==> config.mk <==
export PLATFORM = sky130hd
export DESIGN_NAME = capalloc_ctrl
export DESIGN_NICKNAME = d
export VERILOG_FILES = /design/src/rtl/capalloc_pkg.sv /design/src/rtl/capalloc_table.sv /design/src/rtl/capalloc_seq.sv /design/src/rtl/capalloc_regs.sv /design/src/rtl/capalloc_ctrl.sv
export SDC_FILE = /design/constraint.sdc
export NUM_CORES = 1
export LEC_CHECK = 0
export BUFFER_PORTS_ARGS = -buffer_cell sky130_fd_sc_hd__buf_2
export CORE_ASPECT_RATIO = 1.1
export CORE_MARGIN = 5
export CORE_UTILIZATION = 35
export CTS_CLUSTER_SIZE = 20
export DETAILED_ROUTE_END_ITERATION = 8
export GPL_TIMING_DRIVEN = 0
export HOLD_SLACK_MARGIN = 0.03
export PLACE_DENSITY_LB_ADDON = 0.3
export RECOVER_POWER = 25
export SYNTH_ARGS = -nofsm -noshare
export SYNTH_HDL_FRONTEND = slang
export SYNTH_SLANG_ARGS = --single-unit
==> constraint.sdc <==
create_clock -name clk -period 3.1 [get_ports clk]
set_input_delay 0 -clock clk [delete_from_list [all_inputs] [get_ports clk]]
set_output_delay 0 -clock clk [all_outputs]
set_load 0.05 [all_outputs]
==> src/rtl/capalloc_pkg.sv <==
package capalloc_pkg;

  localparam logic [5:0] OFF_CAP_LO  = 6'h00;
  localparam logic [5:0] OFF_CAP_HI  = 6'h04;
  localparam logic [5:0] OFF_CTL_LO  = 6'h18;
  localparam logic [5:0] OFF_CTL_HI  = 6'h1C;
  localparam logic [5:0] OFF_MASK_LO = 6'h20;
  localparam logic [5:0] OFF_MASK_HI = 6'h24;

  localparam logic [4:0] OP_NONE  = 5'd0;
  localparam logic [4:0] OP_STORE = 5'd1;
  localparam logic [4:0] OP_LOAD  = 5'd2;

  typedef enum logic [6:0] {
    ST_IDLE     = 7'd0,
    ST_OK       = 7'd1,
    ST_BAD_OP   = 7'd2,
    ST_BAD_RCID = 7'd3,
    ST_BAD_AT   = 7'd4
  } status_e;

  // Field order follows the control word: op in 4:0, at in 7:5, rcid in 19:8
  typedef struct packed {
    logic [11:0] rcid;
    logic [2:0]  at;
    logic [4:0]  op;
  } ctl_t;

endpackage

==> src/rtl/capalloc_table.sv <==
module capalloc_table
  import capalloc_pkg::*;
#(
  parameter int NUM_RCID = 16,
  parameter int NCBLKS   = 16,
  parameter bit SPLIT    = 1'b1
) (
  input  logic              clk,
  input  logic              rst_n,
  input  logic              we,
  input  logic [11:0]       rcid,
  input  logic [2:0]        at,
  input  logic [NCBLKS-1:0] wmask,
  output logic [NCBLKS-1:0] rmask
);

  localparam int HALVES  = SPLIT ? 2 : 1;
  localparam int ENTRIES = NUM_RCID * HALVES;
  localparam int IW      = (ENTRIES > 1) ? $clog2(ENTRIES) : 1;

  logic [NCBLKS-1:0] mem [ENTRIES];
  logic [12:0]       full_idx;
  logic [IW-1:0]     idx;
  logic              inrange;

  generate
    if (SPLIT) begin : g_split
      assign full_idx = {rcid, at[0]};
    end else begin : g_shared
      assign full_idx = {1'b0, rcid};
    end
  endgenerate

  assign idx     = full_idx[IW-1:0];
  assign inrange = full_idx < 13'(ENTRIES);
  assign rmask   = inrange ? mem[idx] : '0;

  always_ff @(posedge clk or negedge rst_n) begin
    if (!rst_n) begin
      for (int i = 0; i < ENTRIES; i++) mem[i] <= '1;
    end else if (we && inrange) begin
      mem[idx] <= wmask;
    end
  end

  // a committed store is visible at its entry in the next cycle
  a_r5_store_readback: assert property (@(posedge clk) disable iff (!rst_n)
    we |=> rmask == $past(wmask));

endmodule

==> src/rtl/capalloc_seq.sv <==
module capalloc_seq
  import capalloc_pkg::*;
#(
  parameter int NUM_RCID    = 16,
  parameter bit SPLIT       = 1'b1,
  parameter int BUSY_CYCLES = 4
) (
  input  logic    clk,
  input  logic    rst_n,
  input  logic    start,
  input  ctl_t    ctl,
  output logic    busy,
  output status_e status,
  output logic    commit_store,
  output logic    commit_load
);

  localparam int CW = $clog2(BUSY_CYCLES + 1);

  logic [CW-1:0] cnt_q;
  logic          last;
  status_e       verdict;

  assign busy = (cnt_q != '0);
  assign last = (cnt_q == CW'(1));

  always_comb begin
    if (ctl.op > OP_LOAD)                        verdict = ST_BAD_OP;
    else if ({1'b0, ctl.rcid} >= 13'(NUM_RCID))  verdict = ST_BAD_RCID;
    else if (SPLIT && (ctl.at > 3'd1))           verdict = ST_BAD_AT;
    else                                         verdict = ST_OK;
  end

  assign commit_store = last && (verdict == ST_OK) && (ctl.op == OP_STORE);
  assign commit_load  = last && (verdict == ST_OK) && (ctl.op == OP_LOAD);

  always_ff @(posedge clk or negedge rst_n) begin
    if (!rst_n) begin
      cnt_q  <= '0;
      status <= ST_IDLE;
    end else if (last) begin
      cnt_q  <= '0;
      status <= verdict;
    end else if (busy) begin
      cnt_q  <= cnt_q - CW'(1);
    end else if (start) begin
      cnt_q  <= CW'(BUSY_CYCLES);
      status <= ST_IDLE;
    end
  end

  // status reads 0 for the whole busy window
  a_r4_status_clear_busy: assert property (@(posedge clk) disable iff (!rst_n)
    busy |-> status == ST_IDLE);

  // busy only begins after an accepted operation
  a_r4_busy_from_start: assert property (@(posedge clk) disable iff (!rst_n)
    $rose(busy) |-> $past(start));

  // a commit always ends the operation with success
  a_r5_commit_ok: assert property (@(posedge clk) disable iff (!rst_n)
    (commit_store || commit_load) |=> (status == ST_OK) && !busy);

endmodule

==> src/rtl/capalloc_regs.sv <==
module capalloc_regs
  import capalloc_pkg::*;
#(
  parameter int NCBLKS    = 16,
  parameter bit SPLIT     = 1'b1,
  parameter int VER_MAJOR = 1,
  parameter int VER_MINOR = 0
) (
  input  logic              clk,
  input  logic              rst_n,
  input  logic              reg_en,
  input  logic              reg_we,
  input  logic [5:0]        reg_addr,
  input  logic [31:0]       reg_wdata,
  output logic [31:0]       reg_rdata,
  input  logic              busy,
  input  status_e           status,
  input  logic              load_en,
  input  logic [NCBLKS-1:0] load_mask,
  output ctl_t              ctl,
  output logic              start,
  output logic [NCBLKS-1:0] stage
);

  localparam logic [15:0] NCB_FIELD = 16'(NCBLKS);
  localparam logic [3:0]  VMAJ      = 4'(VER_MAJOR);
  localparam logic [3:0]  VMIN      = 4'(VER_MINOR);

  logic [5:0] word;
  logic       wr;
  logic [2:0] at_in;

  assign word = {reg_addr[5:2], 2'b00};
  assign wr   = reg_en && reg_we && !busy;

  generate
    if (SPLIT) begin : g_at_kept
      assign at_in = reg_wdata[7:5];
    end else begin : g_at_zero
      assign at_in = 3'd0;
    end
  endgenerate

  assign start = wr && (word == OFF_CTL_LO) && (reg_wdata[4:0] != OP_NONE);

  always_ff @(posedge clk or negedge rst_n) begin
    if (!rst_n) begin
      ctl <= '0;
    end else if (wr && (word == OFF_CTL_LO)) begin
      ctl.op   <= reg_wdata[4:0];
      ctl.at   <= at_in;
      ctl.rcid <= reg_wdata[19:8];
    end
  end

  always_ff @(posedge clk or negedge rst_n) begin
    if (!rst_n) begin
      stage <= '0;
    end else if (load_en) begin
      stage <= load_mask;
    end else if (wr && (word == OFF_MASK_LO)) begin
      stage <= reg_wdata[NCBLKS-1:0];
    end
  end

  always_comb begin
    reg_rdata = '0;
    case (word)
      OFF_CAP_LO:  reg_rdata = {8'h00, NCB_FIELD, VMAJ, VMIN};
      OFF_CTL_LO:  reg_rdata = {12'h000, ctl};
      OFF_CTL_HI:  reg_rdata = {24'h0, busy, 7'(status)};
      OFF_MASK_LO: reg_rdata[NCBLKS-1:0] = stage;
      default:     reg_rdata = '0;
    endcase
  end

  // control fields hold while an operation runs
  a_r10_ctl_hold: assert property (@(posedge clk) disable iff (!rst_n)
    (busy && $past(busy)) |-> $stable(ctl));

  // staging register holds while an operation runs
  a_r10_stage_hold: assert property (@(posedge clk) disable iff (!rst_n)
    (busy && $past(busy)) |-> $stable(stage));

endmodule

==> src/rtl/capalloc_ctrl.sv <==
module capalloc_ctrl
  import capalloc_pkg::*;
#(
  parameter int NCBLKS      = 16,
  parameter int NUM_RCID    = 16,
  parameter bit SPLIT       = 1'b1,
  parameter int BUSY_CYCLES = 4,
  parameter int VER_MAJOR   = 1,
  parameter int VER_MINOR   = 0
) (
  input  logic        clk,
  input  logic        rst_n,
  input  logic        reg_en,
  input  logic        reg_we,
  input  logic [5:0]  reg_addr,
  input  logic [31:0] reg_wdata,
  output logic [31:0] reg_rdata
);

  ctl_t              ctl;
  logic              start;
  logic              busy;
  status_e           status;
  logic              commit_store;
  logic              commit_load;
  logic [NCBLKS-1:0] stage;
  logic [NCBLKS-1:0] rmask;

  capalloc_regs #(
    .NCBLKS(NCBLKS), .SPLIT(SPLIT), .VER_MAJOR(VER_MAJOR), .VER_MINOR(VER_MINOR)
  ) u_regs (
    .clk(clk), .rst_n(rst_n), .reg_en(reg_en), .reg_we(reg_we),
    .reg_addr(reg_addr), .reg_wdata(reg_wdata), .reg_rdata(reg_rdata),
    .busy(busy), .status(status), .load_en(commit_load), .load_mask(rmask),
    .ctl(ctl), .start(start), .stage(stage)
  );

  capalloc_seq #(
    .NUM_RCID(NUM_RCID), .SPLIT(SPLIT), .BUSY_CYCLES(BUSY_CYCLES)
  ) u_seq (
    .clk(clk), .rst_n(rst_n), .start(start), .ctl(ctl), .busy(busy),
    .status(status), .commit_store(commit_store), .commit_load(commit_load)
  );

  capalloc_table #(
    .NUM_RCID(NUM_RCID), .NCBLKS(NCBLKS), .SPLIT(SPLIT)
  ) u_table (
    .clk(clk), .rst_n(rst_n), .we(commit_store), .rcid(ctl.rcid),
    .at(ctl.at), .wmask(stage), .rmask(rmask)
  );

endmodule

==> metrics <==
RSZ-0062 raised after global routing=no; DRC=0; Slew headroom=-31.88%; GRT Residual Overflow=0; leakage=12.01 nW; global placement routability congestion=0.9025; HP Class=input pin to register; combined flip-flop and latch cell area=roughly 15000 um^2; number of distinct library cell variants in the gate-level netlist after synthesis=52; worst skew pair latency=0.63 ns; instance count of the mapped netlist=1787; total standard cell area after synthesis=26680 um^2; half-perimeter wire length after placement=56570 um; maximum achievable frequency=322.3 MHz; cell area after layout=~31000 um^2; Core Footprint=around 76000 um^2; routed wire length per instance=25.70 um; maximum number of buffers from clock root to sink=3; crit start category=register; number of synthesis warnings=0; multi-input combinational cell area=11350 um^2; total via count after detailed routing=about 16000; pin count of the biggest net entering global routing=128; layout cells sized above 1=65.69%; sinks on the clock net=554; power density of the placed cells=644.7 nW/um^2; number of antenna violations at the first check in global routing=0; number of primary I/O pins=74; vias per std cell=5.378; overall track demand over capacity in global routing=18.57%; final wirelength=77450 um; initial cell density of the core=between 30% and 40%; failing checks=capacitance limit, slew limit, setup timing; Max Cap Violations=1; final worst-path setup slack=-0.002261 ns; list of most frequent post-synthesis cells=sky130_fd_sc_hd__dfstp_2, sky130_fd_sc_hd__mux2_2, sky130_fd_sc_hd__mux2i_1; kind of end point of the critical path=register; NumNets Final=1986; arrival time reported for the critical path endpoint=3.54 ns; cell count after placement=2874; number of buffer cells added on primary ports=46; root buffer cell=sky130_fd_sc_hd__clkbuf_16; Power, Total=19.71 mW; antenna-violating nets left=0; number of enable-type register cells in the synthesized netlist=0; count of antenna diodes in the layout=0; clock buffers created by TritonCTS=between 50 and 60; Post-Route Skew=0.02200 ns; clock transition time at the flip-flop clock pins of the worst setup and hold paths=0.06 ns; Die Y=299.6 um; Peak VDD IR=0.4235 mV; number of DRC violations after detailed-routing iteration 0=1229; most frequent cell after synthesis=sky130_fd_sc_hd__dfstp_2; Seq/Total Area, Yosys=~54%; async set-or-reset flop fraction in the synthesized netlist=100.0%; top cells by area, synth=sky130_fd_sc_hd__dfstp_2, sky130_fd_sc_hd__mux2_2, sky130_fd_sc_hd__mux4_2; first-pass GRT wire length=115400 um; die boundary width=273.2 um; Worst EP required=3.53 ns; vias in the first global route=16695; clock tree from TritonCTS=built; Hold Violations, Final=0; die area=81850 um^2; number of slew-limit violations in the final report=75; P&R area growth vs syn=14.60%; outcome=complete, but fails checks; synthesized flop and latch total=554; Worst Tran Pin Value=1.978 ns; number of detailed-route iterations in the first pass=5; worst setup path category=register to register; hold slack final=0.1127 ns; portion of the clock cycle consumed by the worst path in the final layout=100.1%; Synth Area per Inst=14.93 um^2; number of H-tree branching levels=2; Most used DFF post-synth=sky130_fd_sc_hd__dfstp_2; area share of the largest cell type after synthesis=50.43%; final setup violation count=1; utilization after layout=40.30%; final critical-path required period=3.102 ns; filler cell count in the final layout=7094; number of core rows=about 110; Post-DP Area=roughly 28000 um^2; cell type with the largest total area after synthesis=sky130_fd_sc_hd__dfstp_2; non-filler cells, final=3014; Critical Path Fanout Max=10
-- stage by stage --
step	setup WS [ns]	TNS (ns)
after floorplan	0.8348	0
after global placement	-8.539	-2978.45
after detailed placement	-0.1453	-0.4541
after CTS	0.01672	0
after global routing	0.0008324	0
final	-0.002261	-0.002261
-- logic make-up after synthesis --
family / Yosys count / share of synthesized area [%]
buf+inv: 174 / 3.260
mux: 743 / 33.35
compound gates: 158 / 4.043
other cells: 1 / 0.01406
flops: 554 / 54.37
simple gates: 156 / 4.925
fa+ha+maj: 1 / 0.04689
-- path summary, 6_finish.rpt --
check,endpoint,cells past startpoint,start,slack [ns]
setup / recovery,u_regs.stage[15],7,u_regs.ctl[8],-0.002
setup reg to reg,u_regs.stage[15],7,u_regs.ctl[8],-0.002
hold reg to reg,u_seq.status[2],2,u_seq.status[2],0.55
hold / removal,u_seq.status[2],5,reg_we,0.11
min in group asynchronous,u_table.mem[288],2,rst_n,1.15
max in group asynchronous,u_regs.stage[10],4,rst_n,0.62
-- state kept, by name, indices dropped and copies added, names as in the netlist --
name / count
u_table.mem: 512
u_seq.cnt_q: 3
u_regs.ctl: 20
u_seq.status: 3
u_regs.stage: 16
-- layer usage --
metal | track usage (%) | up-vias | part of all wire, %
met5 | 0 | - | 0
met4 | 3.832 | 0 | 2.0
met3 | 2.618 | 109 | 4.8
met2 | 30.97 | 450 | 48
met1 | 26.03 | 8709 | 45
li1 | - | 6940 | -
-- timing repair --
action                     in CTS  in global routing
setup endpoints to repair      26                 71
hold buffers                   22                  0
hold endpoints to repair      147                  0
resized for setup               7                 17
setup buffers                   7                  8
pin swaps                       4                  6
-- cells in the final DEF (no fill, tap or decap), drive strengths merged, types with 13 or more instances in the layout --
cell type	Yosys	final
a21oi	18	18
a22oi	28	28
buf	80	141
clkbuf	89	175
dfrtp	42	42
dfstp	512	512
dlygate4sd3	0	22
mux2	546	546
mux2i	135	135
mux4	62	62
nand2	27	27
nor2	29	29
nor4	46	46
o211a	13	13
o21ai	14	14
o22ai	63	63
-- power by group --
group | leakage (nW) | total (mW) | internal, mW | switching, mW
logic | 5.27 | 4.77 | 1.31 | 3.46
clock network | 0.920 | 6.89 | 3.94 | 2.95
registers | 5.82 | 8.05 | 7.65 | 0.406
total | 12.0 | 19.7 | 12.9 | 6.81
-- critical path, stage by stage (launching register included) --
cell                       delay [ns]
sky130_fd_sc_hd__dfrtp_1         0.39
sky130_fd_sc_hd__buf_2           0.22
sky130_fd_sc_hd__buf_1           0.94
sky130_fd_sc_hd__mux4_2          0.44
sky130_fd_sc_hd__nand2_1         0.08
sky130_fd_sc_hd__o221ai_1        0.20
sky130_fd_sc_hd__nor4_1          0.50
sky130_fd_sc_hd__a31oi_1         0.14
-- layout make-up --
class,instances,share of cell area (%)
Buffer,169,2.869
Clock buffer,84,5.419
Clock inverter,19,0.6712
Inverter,5,0.06139
Multi-Input combinational cell,1070,37.14
Sequential cell,554,47.44
Tap cell,1026,4.199
Timing Repair Buffer,87,2.202
Note: power is estimated with default switching activity, not from simulation.
